### config.mk
export PLATFORM = sky130hd
export DESIGN_NAME = rx_frame_drain
export DESIGN_NICKNAME = d
export VERILOG_FILES = /design/src/rtl/rxd_pkg.sv /design/src/rtl/rxd_addr_gen.sv /design/src/rtl/rxd_stream_reg.sv /design/src/rtl/rx_frame_drain.sv
export SDC_FILE = /design/constraint.sdc
export NUM_CORES = 1
export LEC_CHECK = 0
export ABC_CLOCK_PERIOD_IN_PS = 5300
export BUFFER_PORTS_ARGS = -buffer_cell sky130_fd_sc_hd__buf_4
export CORE_UTILIZATION = 48
export CTS_BUF_LIST = sky130_fd_sc_hd__clkbuf_8 sky130_fd_sc_hd__clkbuf_16
export DETAILED_ROUTE_END_ITERATION = 6
export HOLD_SLACK_MARGIN = 0.02
export PLACE_DENSITY = 0.81
export REMOVE_ABC_BUFFERS = 1
export SLEW_MARGIN = 30
export SYNTH_ARGS = -nofsm -noshare
export SYNTH_HDL_FRONTEND = slang
export SYNTH_SLANG_ARGS = --single-unit
### constraint.sdc
create_clock -name clk -period 5.3 [get_ports clk]
set_input_delay 0.53 -clock clk [delete_from_list [all_inputs] [get_ports clk]]
set_output_delay 0.53 -clock clk [all_outputs]
set_load 0.01 [all_outputs]
### src/rtl/rxd_pkg.sv
package rxd_pkg;
   typedef enum logic [3:0] {
      ST_IDLE, ST_ISR, ST_DIS, ST_LEN, ST_PAY, ST_LQI,
      ST_RSSI, ST_FLUSH, ST_EN, ST_RPT, ST_TX
   } rxd_state_e;

   function automatic logic is_access(rxd_state_e s);
      return (s != ST_IDLE) && (s != ST_RPT) && (s != ST_TX);
   endfunction
endpackage

### src/rtl/rxd_addr_gen.sv
module rxd_addr_gen
   import rxd_pkg::*;
#(
   parameter int AW         = 10,
   parameter int LW         = 7,
   parameter int RX_BASE    = 'h300,
   parameter int STAT_ADDR  = 'h031,
   parameter int BBCTL_ADDR = 'h039,
   parameter int FLUSH_ADDR = 'h00D,
   parameter int HOLD_VAL   = 'h04
) (
   input  rxd_state_e    state_i,
   input  logic [LW-1:0] idx_i,
   input  logic [7:0]    flen_i,
   output logic [AW-1:0] addr_o,
   output logic          we_o,
   output logic [7:0]    wdata_o
);
   localparam logic [AW-1:0] BASE_W  = AW'(RX_BASE);
   localparam logic [AW-1:0] STAT_W  = AW'(STAT_ADDR);
   localparam logic [AW-1:0] BBCTL_W = AW'(BBCTL_ADDR);
   localparam logic [AW-1:0] FLUSH_W = AW'(FLUSH_ADDR);

   always_comb begin
      addr_o  = STAT_W;
      we_o    = 1'b0;
      wdata_o = 8'h00;
      unique case (state_i)
         ST_DIS:   begin addr_o = BBCTL_W; we_o = 1'b1; wdata_o = 8'(HOLD_VAL); end
         ST_LEN:   addr_o = BASE_W;
         ST_PAY:   addr_o = BASE_W + AW'(idx_i) + AW'(1);
         ST_LQI:   addr_o = BASE_W + AW'(flen_i) + AW'(1);
         ST_RSSI:  addr_o = BASE_W + AW'(flen_i) + AW'(2);
         ST_FLUSH: begin addr_o = FLUSH_W; we_o = 1'b1; wdata_o = 8'h01; end
         ST_EN:    begin addr_o = BBCTL_W; we_o = 1'b1; wdata_o = 8'h00; end
         default:  addr_o = STAT_W;
      endcase
   end
endmodule

### src/rtl/rxd_stream_reg.sv
module rxd_stream_reg #(
   parameter int DW = 8
) (
   input  logic          clk,
   input  logic          rst_n,
   input  logic          push_i,
   input  logic [DW-1:0] din_i,
   input  logic          dlast_i,
   output logic          valid_o,
   output logic [DW-1:0] data_o,
   output logic          last_o,
   input  logic          ready_i
);
   always_ff @(posedge clk or negedge rst_n) begin
      if (!rst_n) begin
         valid_o <= 1'b0;
         data_o  <= '0;
         last_o  <= 1'b0;
      end else if (push_i) begin
         valid_o <= 1'b1;
         data_o  <= din_i;
         last_o  <= dlast_i;
      end else if (ready_i) begin
         valid_o <= 1'b0;
      end
   end

   p_hold_r12: assert property (@(posedge clk) disable iff (!rst_n)
      valid_o && !ready_i |=> valid_o && $stable(data_o) && $stable(last_o))
      else $error("stream byte changed while stalled");
endmodule

### src/rtl/rx_frame_drain.sv
module rx_frame_drain
   import rxd_pkg::*;
#(
   parameter int AW         = 10,
   parameter int RX_BASE    = 'h300,
   parameter int STAT_ADDR  = 'h031,
   parameter int BBCTL_ADDR = 'h039,
   parameter int FLUSH_ADDR = 'h00D,
   parameter int HOLD_VAL   = 'h04,
   parameter int RX_BIT     = 3,
   parameter int TX_BIT     = 0,
   parameter int FCS_BYTES  = 2,
   parameter int MAX_LEN    = 127,
   localparam int LW        = $clog2(MAX_LEN + 1)
) (
   input  logic          clk,
   input  logic          rst_n,
   input  logic          irq_i,
   output logic          reg_req_o,
   output logic          reg_we_o,
   output logic [AW-1:0] reg_addr_o,
   output logic [7:0]    reg_wdata_o,
   input  logic [7:0]    reg_rdata_i,
   input  logic          reg_done_i,
   output logic          pl_valid_o,
   output logic [7:0]    pl_data_o,
   output logic          pl_last_o,
   input  logic          pl_ready_i,
   output logic          rpt_valid_o,
   output logic          rpt_err_o,
   output logic [LW-1:0] rpt_len_o,
   output logic [7:0]    rpt_lqi_o,
   output logic [7:0]    rpt_rssi_o,
   output logic          tx_done_o
);
   if (RX_BIT == TX_BIT || RX_BIT > 7 || TX_BIT > 7) begin : g_bad_flags
      $error("status flag positions must differ and lie in one byte");
   end
   if (MAX_LEN > 255 || MAX_LEN <= FCS_BYTES) begin : g_bad_len
      $error("MAX_LEN must fit the length byte and exceed FCS_BYTES");
   end
   if (RX_BASE + MAX_LEN + 3 > (1 << AW)) begin : g_bad_aw
      $error("receive buffer does not fit the address width");
   end

   rxd_state_e    state_q;
   logic          rx_flag_q, tx_flag_q, err_q;
   logic [7:0]    flen_q, lqi_q, rssi_q;
   logic [LW-1:0] idx_q, plen;
   logic          len_bad, push, last_byte;

   assign plen      = LW'(flen_q - 8'(FCS_BYTES));
   assign len_bad   = (reg_rdata_i < 8'(FCS_BYTES)) || (reg_rdata_i > 8'(MAX_LEN));
   assign last_byte = (idx_q == plen - LW'(1));
   assign push      = (state_q == ST_PAY) && reg_done_i;

   always_ff @(posedge clk or negedge rst_n) begin
      if (!rst_n) begin
         state_q   <= ST_IDLE;
         rx_flag_q <= 1'b0;
         tx_flag_q <= 1'b0;
         err_q     <= 1'b0;
         flen_q    <= '0;
         lqi_q     <= '0;
         rssi_q    <= '0;
         idx_q     <= '0;
      end else begin
         unique case (state_q)
            ST_IDLE: if (irq_i) state_q <= ST_ISR;
            ST_ISR: if (reg_done_i) begin
               rx_flag_q <= reg_rdata_i[RX_BIT];
               tx_flag_q <= reg_rdata_i[TX_BIT];
               if (reg_rdata_i[RX_BIT])      state_q <= ST_DIS;
               else if (reg_rdata_i[TX_BIT]) state_q <= ST_TX;
               else                          state_q <= ST_IDLE;
            end
            ST_DIS: if (reg_done_i) state_q <= ST_LEN;
            ST_LEN: if (reg_done_i) begin
               flen_q <= reg_rdata_i;
               idx_q  <= '0;
               lqi_q  <= '0;
               rssi_q <= '0;
               err_q  <= len_bad;
               if (len_bad)                              state_q <= ST_FLUSH;
               else if (reg_rdata_i == 8'(FCS_BYTES))    state_q <= ST_LQI;
               else                                      state_q <= ST_PAY;
            end
            ST_PAY: if (reg_done_i) begin
               idx_q <= idx_q + LW'(1);
               if (last_byte) state_q <= ST_LQI;
            end
            ST_LQI: if (reg_done_i) begin
               lqi_q   <= reg_rdata_i;
               state_q <= ST_RSSI;
            end
            ST_RSSI: if (reg_done_i) begin
               rssi_q  <= reg_rdata_i;
               state_q <= ST_FLUSH;
            end
            ST_FLUSH: if (reg_done_i) state_q <= ST_EN;
            ST_EN:    if (reg_done_i) state_q <= ST_RPT;
            ST_RPT:   state_q <= tx_flag_q ? ST_TX : ST_IDLE;
            default:  state_q <= ST_IDLE;
         endcase
      end
   end

   assign reg_req_o   = is_access(state_q) && !((state_q == ST_PAY) && pl_valid_o);
   assign rpt_valid_o = (state_q == ST_RPT);
   assign rpt_err_o   = err_q;
   assign rpt_len_o   = err_q ? '0 : plen;
   assign rpt_lqi_o   = lqi_q;
   assign rpt_rssi_o  = rssi_q;
   assign tx_done_o   = (state_q == ST_TX);

   rxd_addr_gen #(
      .AW(AW), .LW(LW), .RX_BASE(RX_BASE), .STAT_ADDR(STAT_ADDR),
      .BBCTL_ADDR(BBCTL_ADDR), .FLUSH_ADDR(FLUSH_ADDR), .HOLD_VAL(HOLD_VAL)
   ) u_addr (
      .state_i(state_q), .idx_i(idx_q), .flen_i(flen_q),
      .addr_o(reg_addr_o), .we_o(reg_we_o), .wdata_o(reg_wdata_o)
   );

   rxd_stream_reg #(.DW(8)) u_stream (
      .clk(clk), .rst_n(rst_n), .push_i(push), .din_i(reg_rdata_i),
      .dlast_i(last_byte), .valid_o(pl_valid_o), .data_o(pl_data_o),
      .last_o(pl_last_o), .ready_i(pl_ready_i)
   );

   p_req_hold_r11: assert property (@(posedge clk) disable iff (!rst_n)
      reg_req_o && !reg_done_i |=> reg_req_o && $stable(reg_addr_o)
                                   && $stable(reg_we_o) && $stable(reg_wdata_o))
      else $error("request dropped or changed before done");

   p_no_read_stalled_r12: assert property (@(posedge clk) disable iff (!rst_n)
      (state_q == ST_PAY) && pl_valid_o |-> !reg_req_o)
      else $error("payload read issued while stream stalled");

   p_flush_then_en_r6: assert property (@(posedge clk) disable iff (!rst_n)
      (state_q == ST_FLUSH) && reg_done_i |=> reg_req_o && reg_we_o
                                             && (reg_wdata_o == 8'h00))
      else $error("re-enable write does not follow flush");

   p_err_zero_r8: assert property (@(posedge clk) disable iff (!rst_n)
      rpt_valid_o && rpt_err_o |-> (rpt_len_o == '0) && (rpt_lqi_o == 8'h00)
                                   && (rpt_rssi_o == 8'h00))
      else $error("error report carries nonzero fields");

   p_single_pulse_r9: assert property (@(posedge clk) disable iff (!rst_n)
      $onehot0({rpt_valid_o, tx_done_o, reg_req_o}))
      else $error("report, tx pulse and access overlap");

   p_tx_after_rpt_r9: assert property (@(posedge clk) disable iff (!rst_n)
      rpt_valid_o && tx_flag_q |=> tx_done_o)
      else $error("tx pulse missing after report");
endmodule

# == Word level (Yosys, flattened, before mapping) ==
# Cells that the tools add are included.
# op_classes
n_addsub,8
eq_ne,24
n_reduce_logical,21
n_mux,29
magnitude_cmp,2
# ops
op,count
$pmux 10 s6,1
$mux 4,13
$pmux 4 s10,1
$pmux 8 s2,2
$mux 7,3
$add 10x1->10 const B,2
$ne 2x2->1 const B,9
$eq 4x3->1 const B,4
$mux 8,2
$pmux 7 s2,1
$eq 4x4->1 const B,3
$add 10x2->10 const B,1
$add 9x8->10 const A,1
$add 9x9->10 const A,1
$reduce_and 10->1,1
$reduce_and 3->1,3
$eq 4x2->1 const B,2
$eq 8x2->1 const B,1
$gt 8x7->1 const B,1
$lt 8x2->1 const B,1
$ne 4x4->1 const B,2
$reduce_bool 2->1,4
$add 7x1->7 const B,1
$eq 7x7->1,1
15 further kinds,23
# totals
output_inout_bits,56
in_bits,13
wordCells,94
register_bits,47

# == Longest topological paths before layout ==
# Gate-level depths: netlist of run 1.
# logic_depth
word_depth,6
ltp_mapped,10
mapped_depth_nobuf,8

# == Modules after synthesis ==
# From an unflattened synthesis of run 1, not the netlist that was laid out.
# hier_totals
cells_unflattened,328
hier_area_um2,3173.0
# modules_own_cells
mod,area_each_um2,cells_per_inst,n_inst,seq_area_each_um2
rx_frame_drain,2072.0,207,1,925.9
rxd_addr_gen,691.9,99,1,0.0
rxd_stream_reg,409.1,22,1,250.2

# == Worst setup path after synthesis of run 1 ==
# No wires, ideal clock.
# synth_path
path_kind,register -> register
from,register flen_q[2]
to,register u_stream.last_o
path_stages_with_launch,11
synth_period_minus_slack_ps,2301
slack_ps,2999
setup_ps,76
n_path_buf,2
arrival_time_ps,2224
required_time_ps,5224
path_cell_list,dfrtp_1 -> clkbuf_1 -> inv_1 -> ha_1 -> buf_4 -> xnor2_4 -> xnor3_1 -> or4_1 -> a211oi_2 -> nand3_1 -> o21ai_1
# synth_via
elab_chain_len,3
# synth_rtl
item,line_no,rtl
"start, declared",rx_frame_drain.sv:48,"logic [7:0] flen_q, lqi_q, rssi_q;"
"start signal, assigned",rx_frame_drain.sv:79,flen_q <= reg_rdata_i;
$sub 7x2->7,rx_frame_drain.sv:52,assign plen = LW'(flen_q - 8'(FCS_BYTES));
$sub 7x1->7,rx_frame_drain.sv:54,assign last_byte = (idx_q == plen - LW'(1));
$eq 7x7->1,rx_frame_drain.sv:54,
"end signal, assigned",rxd_stream_reg.sv:22,last_o <= dlast_i;
"end, declared",rxd_stream_reg.sv:11,"output logic last_o,"
# Every way passes these cells.
# A chain may end at the register's enable or synchronous reset.

# == Worst setup path in the final report of run 1 ==
# layout_path
from,register state_q[3]
to,output reg_addr_o[5]
# layout_via
elab_chain_len,3
elab_cells_between_ends,9
cone_classes,eq/ne: 7; mux: 1; reduce/logical: 1
# layout_rtl
item,line_no,rtl
"start, declared",rx_frame_drain.sv:46,rxd_state_e state_q;
"start signal, assigned",rx_frame_drain.sv:102,ST_RPT: state_q <= tx_flag_q ? ST_TX : ST_IDLE;
$eq 4x2->1 or $eq 4x4->1 (tied branches),rxd_addr_gen.sv:28,unique case (state_i)
$reduce_or 2->1 (no line),--,
$pmux 10 s6 *,rxd_addr_gen.sv:28,
"end, declared",rx_frame_drain.sv:21,"output logic [AW-1:0] reg_addr_o,"
# Every way passes the cells marked *; elsewhere a longest branch is shown, timed or not.

==> summary.md, run 1 <==
| Metric | Value |
|---|---|
| Status | `finished clean` |
| Req. time, crit path | `4770 ps` |
| Vias in the first global route | `2581` |
| First-pass GRT wire length | `13.01 mm` |
| Family with the most delay on the worst path | `compound AO/OA/AOI/OAI gates` |
| Max IR drop VDD | `0.3418 mV` |
| Worst Setup End Kind | `output pin` |
| Drt total wl | `8.089 mm` |
| Num CTS Buffers | `5` |
| Clock root buffer | `clkbuf_8` |
| Worst-margin pin slew | `675.2 ps` |
| Max_cap viols | `0` |
| Crit-path cells | `nand2b_1 -> nor2_1 -> o2111a_1 -> o211ai_1 -> nand2_1 -> a221o_1 -> buf_4` |
| Nets | `404` |
| Routed len/inst | `17.55 um` |
| Startpoint types | `flip-flop` |
| Clk sinks | `47` |
| Initial Util | `0.5089` |
| Core Util, Final | `0.5956` |
| Number of synthesized flops with an enable pin | `0` |
| Critical path arrival | `2460 ps` |
| Via-to-Cell Ratio | `6.174` |
| TNS Setup | `0 ps` |
| Total Routing Usage GR | `0.2576` |
| Peak Freq | `334.4 MHz` |
| Crit path max fanout | `17` |
| Avg Cell Area, Syn | `9.098 um2` |
| Clock slew at reported path FFs | `90 ps` |
| Flops & latches, synth | `47` |
| Worst slew margin | `0.5499` |
| Htree depth | `2` |
| Post-CTS Setup Inserts | `0` |
| DR iter-0 viols | `350` |
| Dominant synthesized flop cell | `dfrtp_1` |
| Die H | `82.16 um` |
| Share of cells above drive strength 1 | `0.2358` |
| Buf+Inv Stages, Crit Path | `1` |
| TritonCTS clock tree | `built` |
| Setup Skew | `5.758 ps` |
| Final Hold Vio Count | `0` |
| Fin crit period | `2990 ps` |
| Cts hold-fix bufs | `0` |
| Asr flop ratio synth | `1.000` |
| ANT nets after route | `0` |
| Static Leak | `1.649 nW` |
| DRT Pass-1 Iters | `5` |
| Via count | `2846` |
| Post-synth cell types | `61` |
| Initial antenna violation count | `0` |
| RSZ-0062 raised after global routing | `no` |
| Seq/Total Area, Yosys | `0.3813` |
| Synth area leader | `dfrtp_1` |
| Width of the die | `82.16 um` |
| Row count | `28` |
| Top cells by area, synth | `dfrtp_1 (38%), mux2_2 (5.1%), a22o_1 (4.5%)` |
| Number of cells produced by synthesis | `339` |
| Critical Path Max Stage Delay | `710 ps` |
| PD cells | `654.6 nW/um2` |
| # diodes | `0` |
| Crit path kind | `reg -> out` |
| Port buffer count | `62` |
| I/O pin total | `69` |
| Worst-Skew Late Latency | `310 ps` |
| GPL Wtd Cong | `0.9683` |
| Post-cts resize count | `0` |
| Total gr overflow | `0` |
| Share of the synthesized area in the top cell type | `0.3813` |
| Synth-to-Final Area Change | `17.04%` |
| Final setup viols | `0` |
| Detailed Place HPWL | `5.747 mm` |
| Final Cycle Share | `0.5642` |
| Total core area | `6061 um2` |
| Largest net degree at the start of global routing | `48` |
| Crit-path slowest cell | `dfrtp_1` |
| Ys Warns | `0` |
| Hold WC Path Type | `in -> async` |
| Die footprint | `6750 um2` |
| CTS Buffer Depth | `2` |
| Mapped Area | `3084 um2` |
| Final Slew Violations | `0` |
| Number of remaining DRC errors | `0` |
-- sequential cells by signal (all words and copies together), names as in the netlist --
| signal | count |
|---|---|
| tx_flag_q | 1 |
| u_stream.last_o | 1 |
| u_stream.valid_o | 1 |
| u_stream.data_o | 8 |
| flen_q | 8 |
| rpt_lqi_o | 8 |
| rpt_err_o | 1 |
| rpt_rssi_o | 8 |
| idx_q | 7 |
| state_q | 4 |
-- per-stage QoR --
stage / setup slack (ps) / area [um2] / cells / power [mW] / hold slack, ps
5_1_grt: 2143 / 3610 / 461 / 2.531 / 249.3
2_1_floorplan: 2961 / 2954 / 315 / 1.564 / 234.4
6_report: 2310 / 3610 / 461 / 2.363 / 206.0
4_1_cts: 2380 / 3610 / 461 / 2.352 / 242.4
3_5_place_dp: 2729 / 3521 / 453 / 2.120 / 483.3
3_3_place_gp: 2752 / 3521 / 453 / 2.079 / 485.0
-- metal layers --
metal / vias to the layer above / track usage / part of all wire
li1: 1294 / - / -
met1: 1371 / 0.3604 / 0.42
met2: 165 / 0.3992 / 0.47
met3: 16 / 0.05165 / 0.088
met4: 0 / 0.08246 / 0.017
met5: - / 0 / 0
-- worst register-to-register path, delay by kind of cell, from the launching register on --
family                     cells  cell delay [ps]
AOI/OAI and AO/OA              4             1100
DFF                            1              590
adders and majority gates      1              350
buffers and inverters          1              220
and+or+nand+nor                1              140
muxes                          1               80
-- placed cells by master, fill, tap and decap left out, drive strengths merged, types with 6 or more instances in the layout --
cell,count
a22o,16
buf,63
nand2,24
ha,6
nand3,15
nor3,9
xnor2,12
nor2,34
inv,12
dfrtp,47
mux2,14
a21oi,12
xor2,10
conb,6
nand2b,6
o21ai,26
-- power breakdown --
group | leakage, nW | switching (mW) | internal (mW)
sequential | 0.601 | 0.269 | 0.513
clock | 0.0460 | 0.131 | 0.0931
combinational | 1.00 | 0.674 | 0.683
total | 1.65 | 1.07 | 1.29
-- cell usage after synthesis, types with 2 or more instances --
library cell  count
a21o_1            2
a32o_1            2
nand2b_1          6
o31ai_1           3
nand2_1          23
clkbuf_1         15
nor2b_1           5
a21oi_1          12
o22ai_1           5
or4_1             2
inv_1            10
nor3_1            8
xnor3_1           2
nor3b_1           3
mux2_2           14
o211ai_1          2
dfrtp_1          47
xor2_1           10
and3_1            5
nor2_1           34
a2111oi_0         2
mux2i_1           4
ha_1              6
buf_2             5
xnor2_1          11
nand3_1          15
o32ai_1           2
or3_1             2
a22oi_1           2
o21ai_0          25
a22o_1           16
and2_1            2
a31oi_1           3
buf_4             7
-- cell type report --
| cell class | count | area [um2] |
|---|---|---|
| Clock buffer | 5 | 68.82 |
| Sequential cell | 47 | 1176 |
| Timing Repair Buffer | 63 | 473.0 |
| Inverter | 10 | 37.54 |
| Multi-Input combinational cell | 258 | 1740 |
| Tap cell | 75 | 93.84 |
| Clock inverter | 3 | 20.02 |
| Fill cell | 541 | 2451 |
-- worst paths after layout --
| path | slack, ps | endpoint | start | depth (start not counted) |
|---|---|---|---|---|
| worst max-delay path | 2310 | reg_addr_o[5] | state_q[3]$_DFFE_PN0P_ | 7 |
| worst min-delay path | 210 | idx_q[0]$_DFFE_PN0P_ | rst_n | 1 |
| worst max register to register | 2710 | state_q[0]$_DFFE_PN0P_ | flen_q[0]$_DFFE_PN0P_ | 8 |
| worst min register to register | 510 | u_stream.last_o$_DFFE_PN0P_ | u_stream.last_o$_DFFE_PN0P_ | 2 |
| max in group asynchronous | 4680 | flen_q[2]$_DFFE_PN0P_ | rst_n | 1 |
| min in group clk | 390 | u_stream.valid_o$_DFFE_PN0P_ | pl_ready_i | 2 |
-- kinds of logic after synthesis --
kind of cell,count (synthesis),synth area share
flops,47,0.3813
xor+xnor,24,0.08316
compound gates,88,0.1963
other cells,1,0.001216
mux,18,0.06410
fa+ha+maj,6,0.02434
simple gates,116,0.1891
buf+inv,39,0.06044
No activity file was read; power rests on OpenSTA's default activity.
==> inputs of run 2 (changes only) <==
ABC_CLOCK_PERIOD_IN_PS = 3060   (was 5300)
clock period = 3.06 ns   (was 5.3 ns; I/O delays follow)
==> summary.md, run 2 (synthesized netlist as in run 1, its figures left out) <==
| Metric | Value |
|---|---|
| Fin crit period | `2781 ps` |
| Row count | `28` |
| Switching power | `1.877 mW` |
| Place WS | `538.4 ps` |
| Worst-Skew Late Latency | `320 ps` |
| Post-cts resize count | `0` |
| TritonCTS clock tree | `built` |
| Peak Freq | `359.6 MHz` |
| Pint | `2.264 mW` |
| Overall Power | `4.141 mW` |
| Most frequent cells in the layout | `buf_4 (67), dfrtp_1 (47), nor2_1 (34)` |
| Via-to-Cell Ratio | `6.075` |
| Crit-path slowest cell | `dfrtp_1` |
| Crit-path cells | `nor2b_1 -> nand2_1 -> o2111ai_1 -> o211ai_1 -> nand2_1 -> a221o_1 -> buf_4` |
| Commonest non-fill, non-tap cell in the layout | `buf_4` |
| DRT Pass-1 Iters | `5` |
| Final Cycle Share | `0.9088` |
| Met2 WL | `3.954 mm` |
| FILL cells | `545` |
| Port buffer count | `62` |
| Sequential Power Share | `0.318` |
| Clock slew at reported path FFs | `100 ps` |
| Worst-margin pin slew | `671.9 ps` |
| Largest net degree at the start of global routing | `48` |
| Cell repeated most along the worst path | `nand2_1` |
| Die H | `82.16 um` |
| GPL Wtd Cong | `0.9108` |
| Critical Path Max Stage Delay | `790 ps` |
| CTS Buffer Depth | `2` |
| Static Leak | `1.673 nW` |
| Nets | `409` |
| Crit path kind | `reg -> out` |
| Setup Skew | `11.73 ps` |
| DP Area | `3551 um2` |
| Startpoint types | `flip-flop` |
| Clock root buffer | `clkbuf_8` |
| Width of the die | `82.16 um` |
| Final hold slack | `163.5 ps` |
| Post-route cell area | `3650 um2` |
| Initial antenna violation count | `0` |
| Num CTS Buffers | `5` |
| Cells after DPL | `457` |
| Drt total wl | `8.311 mm` |
| # diodes | `0` |
| Sw frac | `0.4533` |
| Worst Hold Path Cells | `2` |
| Req. time, crit path | `2750 ps` |
| Final setup viols | `0` |
| Max layer used | `met4` |
| Final Hold Vio Count | `0` |
| Status | `finished clean` |
| DR iter-0 viols | `275` |
| Setup WS post-layout | `278.9 ps` |
| Hold WC Path Type | `in -> reg` |
| Total gr overflow | `0` |
| Number of remaining DRC errors | `0` |
| I/O pin total | `69` |
| Detailed Place HPWL | `5.986 mm` |
| Max IR drop VDD | `0.5676 mV` |
| Final Slew Violations | `0` |
| Vias in the first global route | `2700` |
| Crit path max fanout | `23` |
| Total Routing Usage GR | `0.2659` |
| Routed len/inst | `17.83 um` |
| Share of cells above drive strength 1 | `0.2430` |
| Worst reg-to-reg path cell count | `8` |
| Die footprint | `6750 um2` |
| RSZ-0062 raised after global routing | `no` |
| PD cells | `1135 nW/um2` |
| Post-route non-filler standard cell count | `466` |
| Critical path arrival | `2480 ps` |
| Max_cap viols | `0` |
| TNS Setup | `0 ps` |
| M1 WL | `3.660 mm` |
| First-pass GRT wire length | `13.41 mm` |
| Via count | `2831` |
| Worst Setup End Kind | `output pin` |
| Clk sinks | `47` |
| Worst slew margin | `0.5521` |
| Routed wl met3 | `573 um` |
| Initial Util | `0.5089` |
| ANT nets after route | `0` |
| Synth-to-Final Area Change | `18.34%` |
| Power share of the clock group | `0.096` |
| Htree depth | `2` |
| Total core area | `6061 um2` |
| Core Util, Final | `0.6022` |
| Part of the power in combinational logic | `0.586` |
run 2: changes by cell type in the layout (fill, tap and decap cells not counted), sizes merged:
| cell | before | now |
|---|---|---|
| dlygate4sd3 | 0 | 1 |
| buf | 63 | 67 |
run 2: power by group through the flow:
stage	Combinational [mW]	Sequential, mW	Clock (mW)
2_1_floorplan	1.39	1.31	0
3_3_place_gp	2.35	1.31	0
3_5_place_dp	2.42	1.31	0
4_1_cts	2.42	1.31	0.400
5_1_grt	2.64	1.37	0.421
6_report	2.43	1.32	0.396
run 2: worst max-delay path, delay by kind of cell, from the launching register on:
family | cells | cell delay [ps]
flip-flops | 1 | 790
AND/OR/NAND/NOR | 3 | 710
AO/OA/AOI/OAI | 3 | 530
buffers and inverters | 1 | 120
run 2: layer usage:
| layer | GRT usage | vias to the layer above |
|---|---|---|
| li1 | - | 1305 |
| met1 | 0.3642 | 1386 |
| met2 | 0.4198 | 126 |
| met3 | 0.05824 | 14 |
| met4 | 0.08070 | 0 |
| met5 | 0 | - |
run 2: cell type report:
type,instances,area [um2],share of cell area
Sequential cell,47,1176,0.3222
Clock inverter,3,20.02,0.005485
Timing Repair Buffer,68,513.0,0.1406
Tap cell,75,93.84,0.02571
Clock buffer,5,68.82,0.01885
Inverter,10,37.54,0.01028
Multi-Input combinational cell,258,1740,0.4769
run 2: final timing paths:
kind / end / slack, ps / from
worst max-delay path: reg_addr_o[5] / 280 / state_q[2]$_DFFE_PN0P_
worst min register to register: rpt_rssi_o[7]$_DFFE_PN0P_ / 510 / rpt_rssi_o[7]$_DFFE_PN0P_
worst max register to register: state_q[0]$_DFFE_PN0P_ / 510 / flen_q[1]$_DFFE_PN0P_
worst min-delay path: u_stream.valid_o$_DFFE_PN0P_ / 160 / pl_ready_i
min in group asynchronous: idx_q[0]$_DFFE_PN0P_ / 530 / rst_n
max in group asynchronous: flen_q[5]$_DFFE_PN0P_ / 2110 / rst_n
run 2: what timing repair did:
item / in CTS / in global routing
hold buffers: 1 / 0
buffers inserted: 0 / 0
endpoints found under the hold margin: 5 / 0
==> inputs of run 3 (changes only) <==
REMOVE_ABC_BUFFERS = not set   (was 1)
==> summary.md, run 3 (synthesized netlist as in run 1, its figures left out) <==
| Metric | Value |
|---|---|
| GPL Wtd Cong | `0.9017` |
| Via count | `2796` |
| Num CTS Buffers | `5` |
| Synth-to-Final Area Change | `18.58%` |
| Vias in the first global route | `2581` |
| Most frequent cells in the layout | `buf_4 (67), dfrtp_1 (47), nor2_1 (34)` |
| Final Slew Violations | `0` |
| ANT nets after route | `0` |
| Clk sinks | `47` |
| Worst reg-to-reg setup slack | `490 ps` |
| Die footprint | `6750 um2` |
| Fin crit period | `2643 ps` |
| Clock slew at reported path FFs | `90 ps` |
| Crit path max fanout | `16` |
| Total core area | `6061 um2` |
| Width of the die | `82.16 um` |
| Sw frac | `0.4408` |
| Number of remaining DRC errors | `0` |
| Routed len/inst | `17.70 um` |
| Final Hold Vio Count | `0` |
| Largest net degree at the start of global routing | `48` |
| Cells after DPL | `457` |
| DR iter-0 viols | `278` |
| TritonCTS clock tree | `built` |
| Die H | `82.16 um` |
| # diodes | `0` |
| Detailed Place HPWL | `5.823 mm` |
| Commonest non-fill, non-tap cell in the layout | `buf_4` |
| Power share of the clock group | `0.110` |
| Clock root buffer | `clkbuf_8` |
| Final Cycle Share | `0.8637` |
| Initial Util | `0.5089` |
| Setup Skew | `4.620 ps` |
| Row count | `28` |
| Post-CTS Setup Inserts | `0` |
| Pint | `2.340 mW` |
| I/O pin total | `69` |
| Total Routing Usage GR | `0.2607` |
| Startpoint types | `flip-flop` |
| Crit-path cells | `nor2b_1 -> nand2_1 -> o2111ai_1 -> o211ai_1 -> nand2_1 -> a221o_1 -> buf_4` |
| Share of cells above drive strength 1 | `0.2442` |
| Peak Freq | `378.4 MHz` |
| Total gr overflow | `0` |
| Sequential Power Share | `0.313` |
| CTS Buffer Depth | `2` |
| Via-to-Cell Ratio | `6.026` |
| Worst r2r src | `flen_q[1]$_DFFE_PN0P_` |
| Worst-Skew Late Latency | `300 ps` |
| Worst Setup End Kind | `output pin` |
| Initial antenna violation count | `0` |
| Htree depth | `2` |
| Nets | `408` |
| Status | `finished clean` |
| Worst slew margin | `0.5455` |
| Final hold slack | `8.069 ps` |
| Switching power | `1.845 mW` |
| Critical Path Max Stage Delay | `670 ps` |
| TNS Setup | `0 ps` |
| Post-route non-filler standard cell count | `464` |
| First-pass GRT wire length | `13.19 mm` |
| Critical path arrival | `2340 ps` |
| RSZ-0062 raised after global routing | `no` |
| Worst-margin pin slew | `681.8 ps` |
| PD cells | `1144 nW/um2` |
| Crit-path slowest cell | `dfrtp_1` |
| Worst reg-to-reg path cell count | `8` |
| R2R Path End | `u_stream.last_o$_DFFE_PN0P_` |
| Post-cts resize count | `0` |
| Max_cap viols | `0` |
| Cell repeated most along the worst path | `nand2_1` |
| Static Leak | `1.673 nW` |
| Cts hold-fix bufs | `0` |
| Part of the power in combinational logic | `0.577` |
| DRT Pass-1 Iters | `5` |
| Crit path kind | `reg -> out` |
| Port buffer count | `62` |
| Req. time, crit path | `2750 ps` |
| FILL cells | `536` |
| Drt total wl | `8.215 mm` |
| Final setup viols | `0` |
| Max IR drop VDD | `0.6325 mV` |
| Hold WC Path Type | `in -> async` |
-- run 3: changes by cell type in the layout (fill, tap and decap cells not counted) --
cell | before | now
bufinv_16 | 0 | 1
dlygate4sd3_1 | 1 | 0
inv_1 | 11 | 10
inv_6 | 1 | 0
-- run 3: worst max path at each step --
stage | from | end | slack [ps]
final | state_q[0]$_DFFE_PN0P_ | reg_addr_o[5] | 420
after global routing | state_q[0]$_DFFE_PN0P_ | reg_addr_o[5] | 270
after CTS | state_q[0]$_DFFE_PN0P_ | reg_addr_o[5] | 440
after detailed placement | flen_q[1]$_DFFE_PN0P_ | u_stream.last_o$_DFFE_PN0P_ | 540
after global placement | flen_q[1]$_DFFE_PN0P_ | u_stream.last_o$_DFFE_PN0P_ | 670
after floorplan | flen_q[2]$_DFFE_PN0P_ | u_stream.last_o$_DFFE_PN0P_ | 760
-- run 3: layout make-up --
class,count,area [um2],area share
clock inverters,2,37.54,0.01026
flip-flops and latches,47,1176,0.3216
well taps,75,93.84,0.02566
inverters,10,37.54,0.01026
repair buffers,67,503.0,0.1375
multi-input cells,258,1740,0.4759
clock buffers,5,68.82,0.01882
-- run 3: per-layer routing --
metal	track usage	vias up	share of wire
met5	0	-	0
met4	0.08070	0	0.015
met3	0.04835	11	0.068
met2	0.4264	133	0.48
met1	0.3494	1344	0.44
li1	-	1308	-
-- run 3: metrics by stage --
stage	setup slack (ps)	cell area, um2	utilization	total power, mW
6_report	417.0	3657	0.6034	4.185
5_1_grt	267.0	3657	0.6034	4.494
4_1_cts	437.8	3657	0.6034	4.184
3_5_place_dp	545.0	3551	0.5859	3.709
3_3_place_gp	670.5	3551	0.5859	3.653
2_1_floorplan	759.2	3103	-	2.804
-- run 3: critical path: cells and delay by family, from the launching register on --
| kind | cells | cell delay (ps) |
|---|---|---|
| AOI/OAI and AO/OA | 3 | 490 |
| and+or+nand+nor | 3 | 750 |
| buffers and inverters | 1 | 120 |
| DFF | 1 | 670 |
-- run 3: power groups by stage --
stage / Sequential [mW] / Clock (mW) / Combinational [mW]
after floorplan: 1.17 / 0 / 1.64
after global placement: 1.29 / 0 / 2.36
after detailed placement: 1.30 / 0 / 2.41
after CTS: 1.30 / 0.469 / 2.41
after global routing: 1.36 / 0.489 / 2.65
final: 1.31 / 0.461 / 2.42
